===== src/rtl/oneshot_pulse_timer.sv =====
module oneshot_pulse_timer #(
  parameter int CNT_W  = 16,
  parameter int ADDR_W = 2
) (
  input  logic              clk,
  input  logic              rst_n,
  input  logic              wr_en,
  input  logic [ADDR_W-1:0] wr_addr,
  input  logic [CNT_W-1:0]  wr_data,
  input  logic              trig_in,
  output logic              tmr_out,
  output logic              irq0,
  output logic              irq1
);
  localparam logic [ADDR_W-1:0] A_RUN  = ADDR_W'(0);
  localparam logic [ADDR_W-1:0] A_CFG  = ADDR_W'(1);
  localparam logic [ADDR_W-1:0] A_CMPA = ADDR_W'(2);
  localparam logic [ADDR_W-1:0] A_CMPB = ADDR_W'(3);

  logic             run_q, mode_q, started_q;
  logic [1:0]       tog_q;
  logic [CNT_W-1:0] cmpa_q, cmpb_q, cnt_q;
  logic [2:0]       trig_s;
  logic             out_q, irq0_q, irq1_q;

  wire cfg_ok    = wr_en & ~run_q;
  wire trig_rise = trig_s[1] & ~trig_s[2];
  wire active    = run_q & (started_q | ~mode_q);
  wire hit_a     = active & (cnt_q == cmpa_q);
  wire hit_b     = active & (cnt_q == cmpb_q);
  wire flip      = (hit_a & tog_q[0]) ^ (hit_b & tog_q[1]);

  always_ff @(posedge clk or negedge rst_n)
    if (!rst_n) trig_s <= '0;
    else        trig_s <= {trig_s[1:0], trig_in};

  always_ff @(posedge clk or negedge rst_n)
    if (!rst_n) begin
      run_q  <= 1'b0;
      mode_q <= 1'b0;
      tog_q  <= '0;
      cmpa_q <= '0;
      cmpb_q <= '0;
    end else begin
      if (wr_en && wr_addr == A_RUN) run_q <= wr_data[0];
      if (cfg_ok && wr_addr == A_CFG) begin
        mode_q <= wr_data[0];
        tog_q  <= wr_data[2:1];
      end
      if (cfg_ok && wr_addr == A_CMPA) cmpa_q <= wr_data;
      if (cfg_ok && wr_addr == A_CMPB) cmpb_q <= wr_data;
    end

  always_ff @(posedge clk or negedge rst_n)
    if (!rst_n)                     started_q <= 1'b0;
    else if (!run_q)                started_q <= 1'b0;
    else if (mode_q && trig_rise)   started_q <= 1'b1;

  always_ff @(posedge clk or negedge rst_n)
    if (!rst_n)      cnt_q <= '0;
    else if (!run_q) cnt_q <= '0;
    else if (active) cnt_q <= cnt_q + 1'b1;

  always_ff @(posedge clk or negedge rst_n)
    if (!rst_n) begin
      out_q  <= 1'b0;
      irq0_q <= 1'b0;
      irq1_q <= 1'b0;
    end else begin
      out_q  <= out_q ^ flip;
      irq0_q <= hit_a;
      irq1_q <= hit_b;
    end

  assign tmr_out = out_q;
  assign irq0    = irq0_q;
  assign irq1    = irq1_q;
endmodule


===== config.mk =====
export PLATFORM = sky130hd
export DESIGN_NAME = oneshot_pulse_timer
export DESIGN_NICKNAME = d
export VERILOG_FILES = /design/src/rtl/oneshot_pulse_timer.sv
export SDC_FILE = /design/constraint.sdc
export NUM_CORES = 1
export LEC_CHECK = 0
export ABC_AREA = 1
export ABC_CLOCK_PERIOD_IN_PS = 1600
export BUFFER_PORTS_ARGS = -buffer_cell sky130_fd_sc_hd__buf_2
export CAP_MARGIN = 40
export CORE_MARGIN = 2
export CORE_UTILIZATION = 40
export DETAILED_ROUTE_END_ITERATION = 10
export PLACE_DENSITY = 0.57
export SYNTH_ARGS = -nofsm -noshare
export SYNTH_HDL_FRONTEND = slang
export SYNTH_SLANG_ARGS = --single-unit

===== constraint.sdc =====
create_clock -name clk -period 1.6 [get_ports clk]
set_input_delay 0.08 -clock clk [delete_from_list [all_inputs] [get_ports clk]]
set_output_delay 0.08 -clock clk [all_outputs]
set_load 0.02 [all_outputs]

======== Yosys cells after proc, flatten, opt, wreduce, memory -nomap -nowiden ========
Cells that the tools add are included.
word-level totals
  bits in registers ....................... 59
  output and inout bits ................... 3
  bits of input ports ..................... 22
  word-level logic and storage cells ...... 42
operators by class
  add/sub/neg operators ................... 1
  reductions and logical operators ........ 6
  bitwise gates (word level) .............. 13
  muxes and demuxes ....................... 4
  equality and inequality tests ........... 7
operators by type and width
  cell                     count
  $eq A16 B16 Y1           2
  $mux W16                 2
  $add A16 B1 Y16 const B  1
  $and A1 B1 Y1            7
  $logic_and A1 B1 Y1      5
  $eq A2 B2 Y1 const B     2
  $ne A2 B1 Y1 const B     2
  $not A1 Y1               3
  $eq A2 B1 Y1 const B     1
  $logic_not A2 Y1         1
  $mux W1                  2
  $xor A1 B1 Y1            2
  $or A1 B1 Y1             1

======== Logic depth before layout (Yosys ltp) ========
Gate-level depths: netlist of run 1.
  depth in word-level cells ............... 7
  depth in mapped cells ................... 12

======== Worst setup path before layout of run 1 ========
No wires, ideal clock.
  path type ............................... register to register
  start point ............................. register cnt_q[0]
  end point ............................... register cnt_q[12]
  arrival time ............................ 1.249 ns
  slack ................................... 0.226 ns
  data required time ...................... 1.476 ns
  clock period less this slack ............ 1.374 ns
  path buffers ............................ 0
  cell stages (with the launch flop) ...... 9
  cell sequence ........................... dfrtp_1 > ha_1 > nand3_2 > nor2_2 > nand2_2 > nor2_4 > nand2_2 > o21ai_0 > a21oi_1
between the ends
  longest elaborated chain between the ends .. 3
ends and longest elaborated chain
  element                 line  source
  start, declared         22    logic [CNT_W-1:0] cmpa_q, cmpb_q, cnt_q;
  start signal, assigned  62    else if (active) cnt_q <= cnt_q + 1'b1;
  $add A16 B1 Y16         62
  $mux W16                62
  $mux W16                61    else if (!run_q) cnt_q <= '0;
Every way passes these cells. The select of a mux whose other input is x is not followed.
A chain may end at the register's enable or synchronous reset.

======== Worst setup path in the final report of run 1 ========
  start point ............................. register cnt_q[0]
  end point ............................... register cnt_q[14]
The elaborated chain is that of the path after synthesis.

==> impl_results.md, run 1 <==
* Status: complete, no violations
* Hold Path Class: in -> reg
* IO Pins at 25
* DIE WIDTH at roughly 92 um
* Initial DRC count at between 100 and 150
* Syn Inst Count at about 410
* Flip-flop and latch area at about 0.0015 mm^2
* CTS sink cnt at 59
* Mapped Area at between 0.003 and 0.004 mm^2
* Top post-synthesis cells by count: 114 x nand2_1, 59 x dfrtp_1, 58 x inv_1
* Power, Total at 4.23 mW
* Synth Area in XOR/XNOR at about 4.5%
* Share of async-settable or async-resettable flops after synthesis at 100%
* Kind of cell adding the most delay to the critical path: simple AND/OR/NAND/NOR gates
* Dpl hpwl at ~5700 um
* Die Span Y at 92.2 um
* Synth Flop Type: dfrtp_1
* Area taken by multi-input logic gates at ~0.0014 mm^2
* Final count of hold timing violations at 0
* Final GP Congestion at approximately 0.86
* First-pass GRT wire length at approximately 13000 um
* Total track usage at between 20 and 25%
* Clock transition at path regs at 0.07 ns
* I/O Buffers at 24
* Fin crit period at 1.49 ns
* Vias in the first global route at around 2600
* Worst VDD drop at just over 0.6 mV
* Ys Warns at 0
* Synth Net Count at 437
* Die Footprint at around 0.0085 mm^2
* Initial Utilization at between 40 and 50%
* Max_slew headroom at between 70% and 80%
* CTS tree: done
* # diodes at 0
* Routed vias/inst at ~4.8
* Post-synthesis simple-gate area fraction at between 20% and 30%
* Type of the worst setup path: reg -> reg
* Post-synthesis sequential area ratio at a little under half
* Row count at 32
* Vias at 2737
* Mux contribution to synthesized area at 0%
* Worst Tran Pin Value at 0.349 ns
* Residual DRC at 0
* Yosys reg bits at between 50 and 60
* CP startpoint kind: flip-flop
* Cell taking the most area after synthesis: dfrtp_1
* Synth Area in Compound Gates at under 10%
* Most frequent cell after synthesis: nand2_1
* Top cell type's share of synthesized area at around 47%
* Placeable Area at around 0.0076 mm^2
* WP data required at about 1.8 ns
* WP data arrival at about 1.7 ns
* Slowest-stage cell, CP: dfrtp_2
* Worst clock skew at 0.00800 ns
* Syn_area_per_cell at between 7 and 8 um^2
* DR WL/cell at ~14 um
* Largest net degree at the start of global routing at 60
* Crit. End Element: flip-flop
* Max incr delay on CP at ~0.42 ns
* Dominant cells by area after synthesis: dfrtp_1 47%, nand2_1 14%, o21ai_0 7.6%
* Adder-cell area share of the yosys netlist at less than 1%
* Synthesis-to-finish area growth at 22.3%
* Leakage power at ~1.9 nW
* Fmax achieved at between 0.6 and 0.7 GHz
* Largest family of logic cells by synthesized area: simple AND/OR/NAND/NOR gates
* Yosys cell types at 27
* Max_cap viols at 0
* Pwr dens at 1110 mW/mm^2
* Final worst path period share at between 90% and 100%
* RSZ-0062 raised after global routing: yes
* CP Cell Sequence: ha_2 -> nand3_4 -> nor2_4 -> nand2_2 -> nor2_4 -> nand2_2 -> o21ai_1 -> nor2_1
* Total grt overflow at 0
* Clk_lat worst skew at between 0.3 and 0.4 ns
* EDFF count, synth at 0
* Final setup viols at 0
* Root buf cell: clkbuf_8
* Share of post-route cells with drive strength above 1 at between 15 and 20%
* Slew Limit Fails at 0
* CTS buffer count at 9
* Drt pass-1 iters at 4
* Final wirelength at 7810 um
* Worst-path maximum fanout at 4
* Initial antenna violation count at 0
* Buf+Inv Stages, Crit Path at 0
* Clock buffer depth at 2
* Fill count at about 750
* Fin nets at roughly 500
* Post-route ant nets at 0
* Setup TNS at 0 ns
* Max H-tree Level at 3
layer usage:
layer | part of all wire [%] | routed length (um) | vias up | track usage [%]
li1 | - | - | 1404 | -
met1 | 48 | 3790 | 1279 | 27.5
met2 | 46 | 3610 | 52 | 30.8
met3 | 4.9 | 381 | 2 | 5.59
met4 | 0.45 | 35 | 0 | 7.09
met5 | 0 | 0 | - | 0
state kept, by name, summed over array words and instances (netlist names):
name,flops
cmpb_q,16
cnt_q,16
irq1,1
run_q,1
irq0,1
cmpa_q,16
tog_q,2
mode_q,1
trig_s,3
tmr_out,1
started_q,1
final cells by class:
class	count	share of cell area (%)
multi-input combinational	281	37.0
timing repair buffer	48	9.23
clock buffer	11	3.71
tap	102	3.35
sequential	59	38.9
clock inverter	5	1.38
inverter	65	6.40
cells in the final DEF, fill, tap and decap left out, drive strengths merged:
cell type	count
nor4b	1
nor2	42
buf	34
clkinv	5
bufinv	1
clkinvlp	1
nor3	7
or4	1
nand3	22
xnor2	10
a21oi	11
o21ai	49
inv	63
ha	1
or2	2
nand4	9
nor3b	1
nor4	1
xor2	6
nand2	117
dfrtp	59
clkbuf	11
o21a	1
dlygate4sd3	14
logic make-up after synthesis:
logic type                 after synthesis
AOI/OAI and AO/OA                       61
buffers and inverters                   74
xor gates and xnor gates                16
DFF                                     59
and+or+nand+nor                        203
adders and majority gates                1
through the flow:
stage                     setup WS (ns)  cells  util [%]  area (um^2)  hold slack, ns
after floorplan                   0.226    414         -         3110          -0.216
after global placement           0.0147    538      44.4         3390           0.116
after detailed placement        -0.0462    538      44.4         3390           0.113
after CTS                        0.0124    568      48.8         3730         0.00585
after global routing            -0.0156    571      49.8         3810          0.0363
final                             0.109    571      49.8         3810          0.0266
path summary, 6_finish.rpt:
path                                      start                endpoint  slack (ns)  cells after the start
setup / recovery           cnt_q[0]$_DFFE_PN0P_   cnt_q[14]$_DFFE_PN0P_        0.11                      8
hold / removal                       wr_data[2]   cmpb_q[2]$_DFFE_PN0P_        0.03                      3
setup reg to reg           cnt_q[0]$_DFFE_PN0P_   cnt_q[14]$_DFFE_PN0P_        0.11                      8
hold reg to reg             trig_s[0]$_DFF_PN0_     trig_s[1]$_DFF_PN0_        0.35                      0
max in group asynchronous                 rst_n    cnt_q[6]$_DFFE_PN0P_        1.06                      3
min in group asynchronous                 rst_n  cmpb_q[10]$_DFFE_PN0P_        0.28                      3
worst min-delay path, cell delays in order:
cell     delay (ns)
buf_2          0.09
inv_1          0.07
o21ai_0        0.08
power breakdown:
group | switching (mW) | internal (mW) | total (mW)
Sequential | 0.213 | 1.72 | 1.93
Clock | 0.589 | 0.753 | 1.34
Combinational | 0.569 | 0.393 | 0.961
Total | 1.37 | 2.86 | 4.23
timing repair:
action                     4_1_cts  5_1_grt
gates cloned                     0        0
setup buffers                    0        3
gates resized for setup          2       17
pin swaps                        0        1
hold buffers                    14        0
hold endpoints to repair        78        0
setup endpoints to repair        3        6
(Power assumes the default switching activity.)
==> run 2, diff against run 1 <==
Settings changed: PLACE_DENSITY 0.57 to 0.63.
==> impl_results.md, run 2 (synthesized netlist as in run 1, its figures left out) <==
* WP data required at 1.83 ns
* Worst clock skew at between 0.009 and 0.01 ns
* Initial DRC count at between 200 and 250
* CTS buffer count at 9
* Residual DRC at 0
* Placeable Area at 0.00765 mm^2
* Drt pass-1 iters at 4
* Clk_lat worst skew at roughly 0.34 ns
* Fin crit period at approximately 1.5 ns
* Die Footprint at ~0.0085 mm^2
* Vias in the first global route at between 2000 and 3000
* Post-route ant nets at 0
* Max_cap viols at 0
* CTS tree: done
* Slew Limit Fails at 0
* Total grt overflow at 0
* Routed vias/inst at ~5
* Max H-tree Level at 3
* DIE WIDTH at approximately 92 um
* Power, Total at about 4.3 mW
* Kind of cell adding the most delay to the critical path: simple AND/OR/NAND/NOR gates
* CP startpoint kind: flip-flop
* Largest regs: cmpa_q x16, cmpb_q x16, cnt_q x16
* Synthesis-to-finish area growth at 21.1%
* Status: complete, no violations
* Slowest-stage cell, CP: dfrtp_2
* Worst-path maximum fanout at 5
* Pwr dens at 1130 mW/mm^2
* Most frequent cells in the layout: 113 x nand2_1, 56 x inv_1, 54 x dfrtp_1, 47 x o21ai_0, 35 x nor2_1
* Share of post-route cells with drive strength above 1 at between 15 and 20%
* Fmax achieved at between 0.6 and 0.7 GHz
* Buf+Inv Stages, Crit Path at 0
* Root buf cell: clkbuf_8
* Type of the worst setup path: reg -> reg
* Fin nets at 482
* RSZ-0062 raised after global routing: yes
* Initial Utilization at a little over 40%
* Clock buffer depth at 2
* Worst Tran Pin Value at 0.359 ns
* CTS sink cnt at 59
* Worst VDD drop at 0.658 mV
* Setup TNS at 0 ns
* Row count at 32
* Largest net degree at the start of global routing at 60
* Hold Path Class: in -> reg
* Minimum hold slack at 0.00646 ns
* Leakage power at between 1.5 and 2 nW
* IO Pins at 25
* Max incr delay on CP at 0.41 ns
* Die Span Y at 92.2 um
* Final setup viols at 0
* I/O Buffers at 24
* Final GP Congestion at 1.01
* CP Cell Sequence: ha_2 -> nand3_4 -> nor2_4 -> nand2_2 -> nor2_4 -> nand2_1 -> o21ai_1 -> a21oi_2
* Final worst path period share at ~93%
* Most common cell after layout, fill and taps aside: nand2_1
* WP data arrival at roughly 1.7 ns
* Util after Layout at between 40% and 50%
* Final wirelength at ~7600 um
* DR WL/cell at roughly 13 um
* First-pass GRT wire length at 12900 um
* Clock transition at path regs at ~0.080 ns
* Vias at between 2000 and 3000
* Dpl hpwl at roughly 5600 um
* Crit. End Element: flip-flop
* Initial antenna violation count at 0
* CP most frequent cell: nor2_4
* # diodes at 0
* Final instance area at around 0.0038 mm^2
* Max_slew headroom at approximately three quarters
* Final count of hold timing violations at 0
* Total track usage at 19.5%
* Post-DP Area at between 0.003 and 0.004 mm^2
==> run 2: path summary, 6_finish.rpt <==
kind	startpoint	endpoint	slack, ns	cells after the start
min reg2reg	trig_s[0]$_DFF_PN0_	trig_s[1]$_DFF_PN0_	0.36	0
max in group asynchronous	rst_n	cnt_q[1]$_DFFE_PN0P_	1.02	3
min	wr_data[14]	cmpb_q[14]$_DFFE_PN0P_	0.006	3
max reg2reg	cnt_q[1]$_DFFE_PN0P_	cnt_q[10]$_DFFE_PN0P_	0.11	8
max	cnt_q[1]$_DFFE_PN0P_	cnt_q[10]$_DFFE_PN0P_	0.11	8
min in group asynchronous	rst_n	cmpb_q[6]$_DFFE_PN0P_	0.26	3
==> run 2: where the power goes <==
part,switching [mW],leakage [nW],internal (mW)
logic,0.575,1.02,0.386
clock network,0.654,0.0998,0.729
registers,0.203,0.755,1.71
==> run 2: final cells by class <==
type / instances / area, um^2
Sequential cell: 59 / 1480
Multi-Input combinational cell: 281 / 1420
Fill cell: 751 / 3870
Inverter: 65 / 244
Timing Repair Buffer: 43 / 298
Clock inverter: 7 / 77.6
Tap cell: 102 / 128
Clock buffer: 9 / 124
==> run 2: routing by layer <==
metal	wire length, um	vias to the layer above	share of wire [%]	GRT usage [%]
met4	260	0	3.4	10.6
met2	3460	74	46	29.0
li1	-	1391	-	-
met1	3570	1266	47	26.7
met5	0	-	0	0
met3	308	17	4.1	4.03
==> run 2: worst register-to-register path: cells and delay by family (launching register included) <==
family                     cells  cell delay [ns]
AOI/OAI and AO/OA              2             0.22
DFF                            1             0.41
and+or+nand+nor                5             0.54
adders and majority gates      1             0.22
==> run 2: stage by stage <==
stage / std cells / worst slack, ns
global placement: 539 / 0.113
CTS: 564 / 0.0525
floorplan: 414 / 0.226
finish: 566 / 0.110
detailed placement: 539 / 0.0691
global route: 566 / -0.0228
==> run 2: what timing repair did <==
item                       CTS  global route
setup buffers                0             2
gates resized for setup      0            20
hold buffers                 9             0
hold endpoints to repair    72             0
setup endpoints to repair    0             6
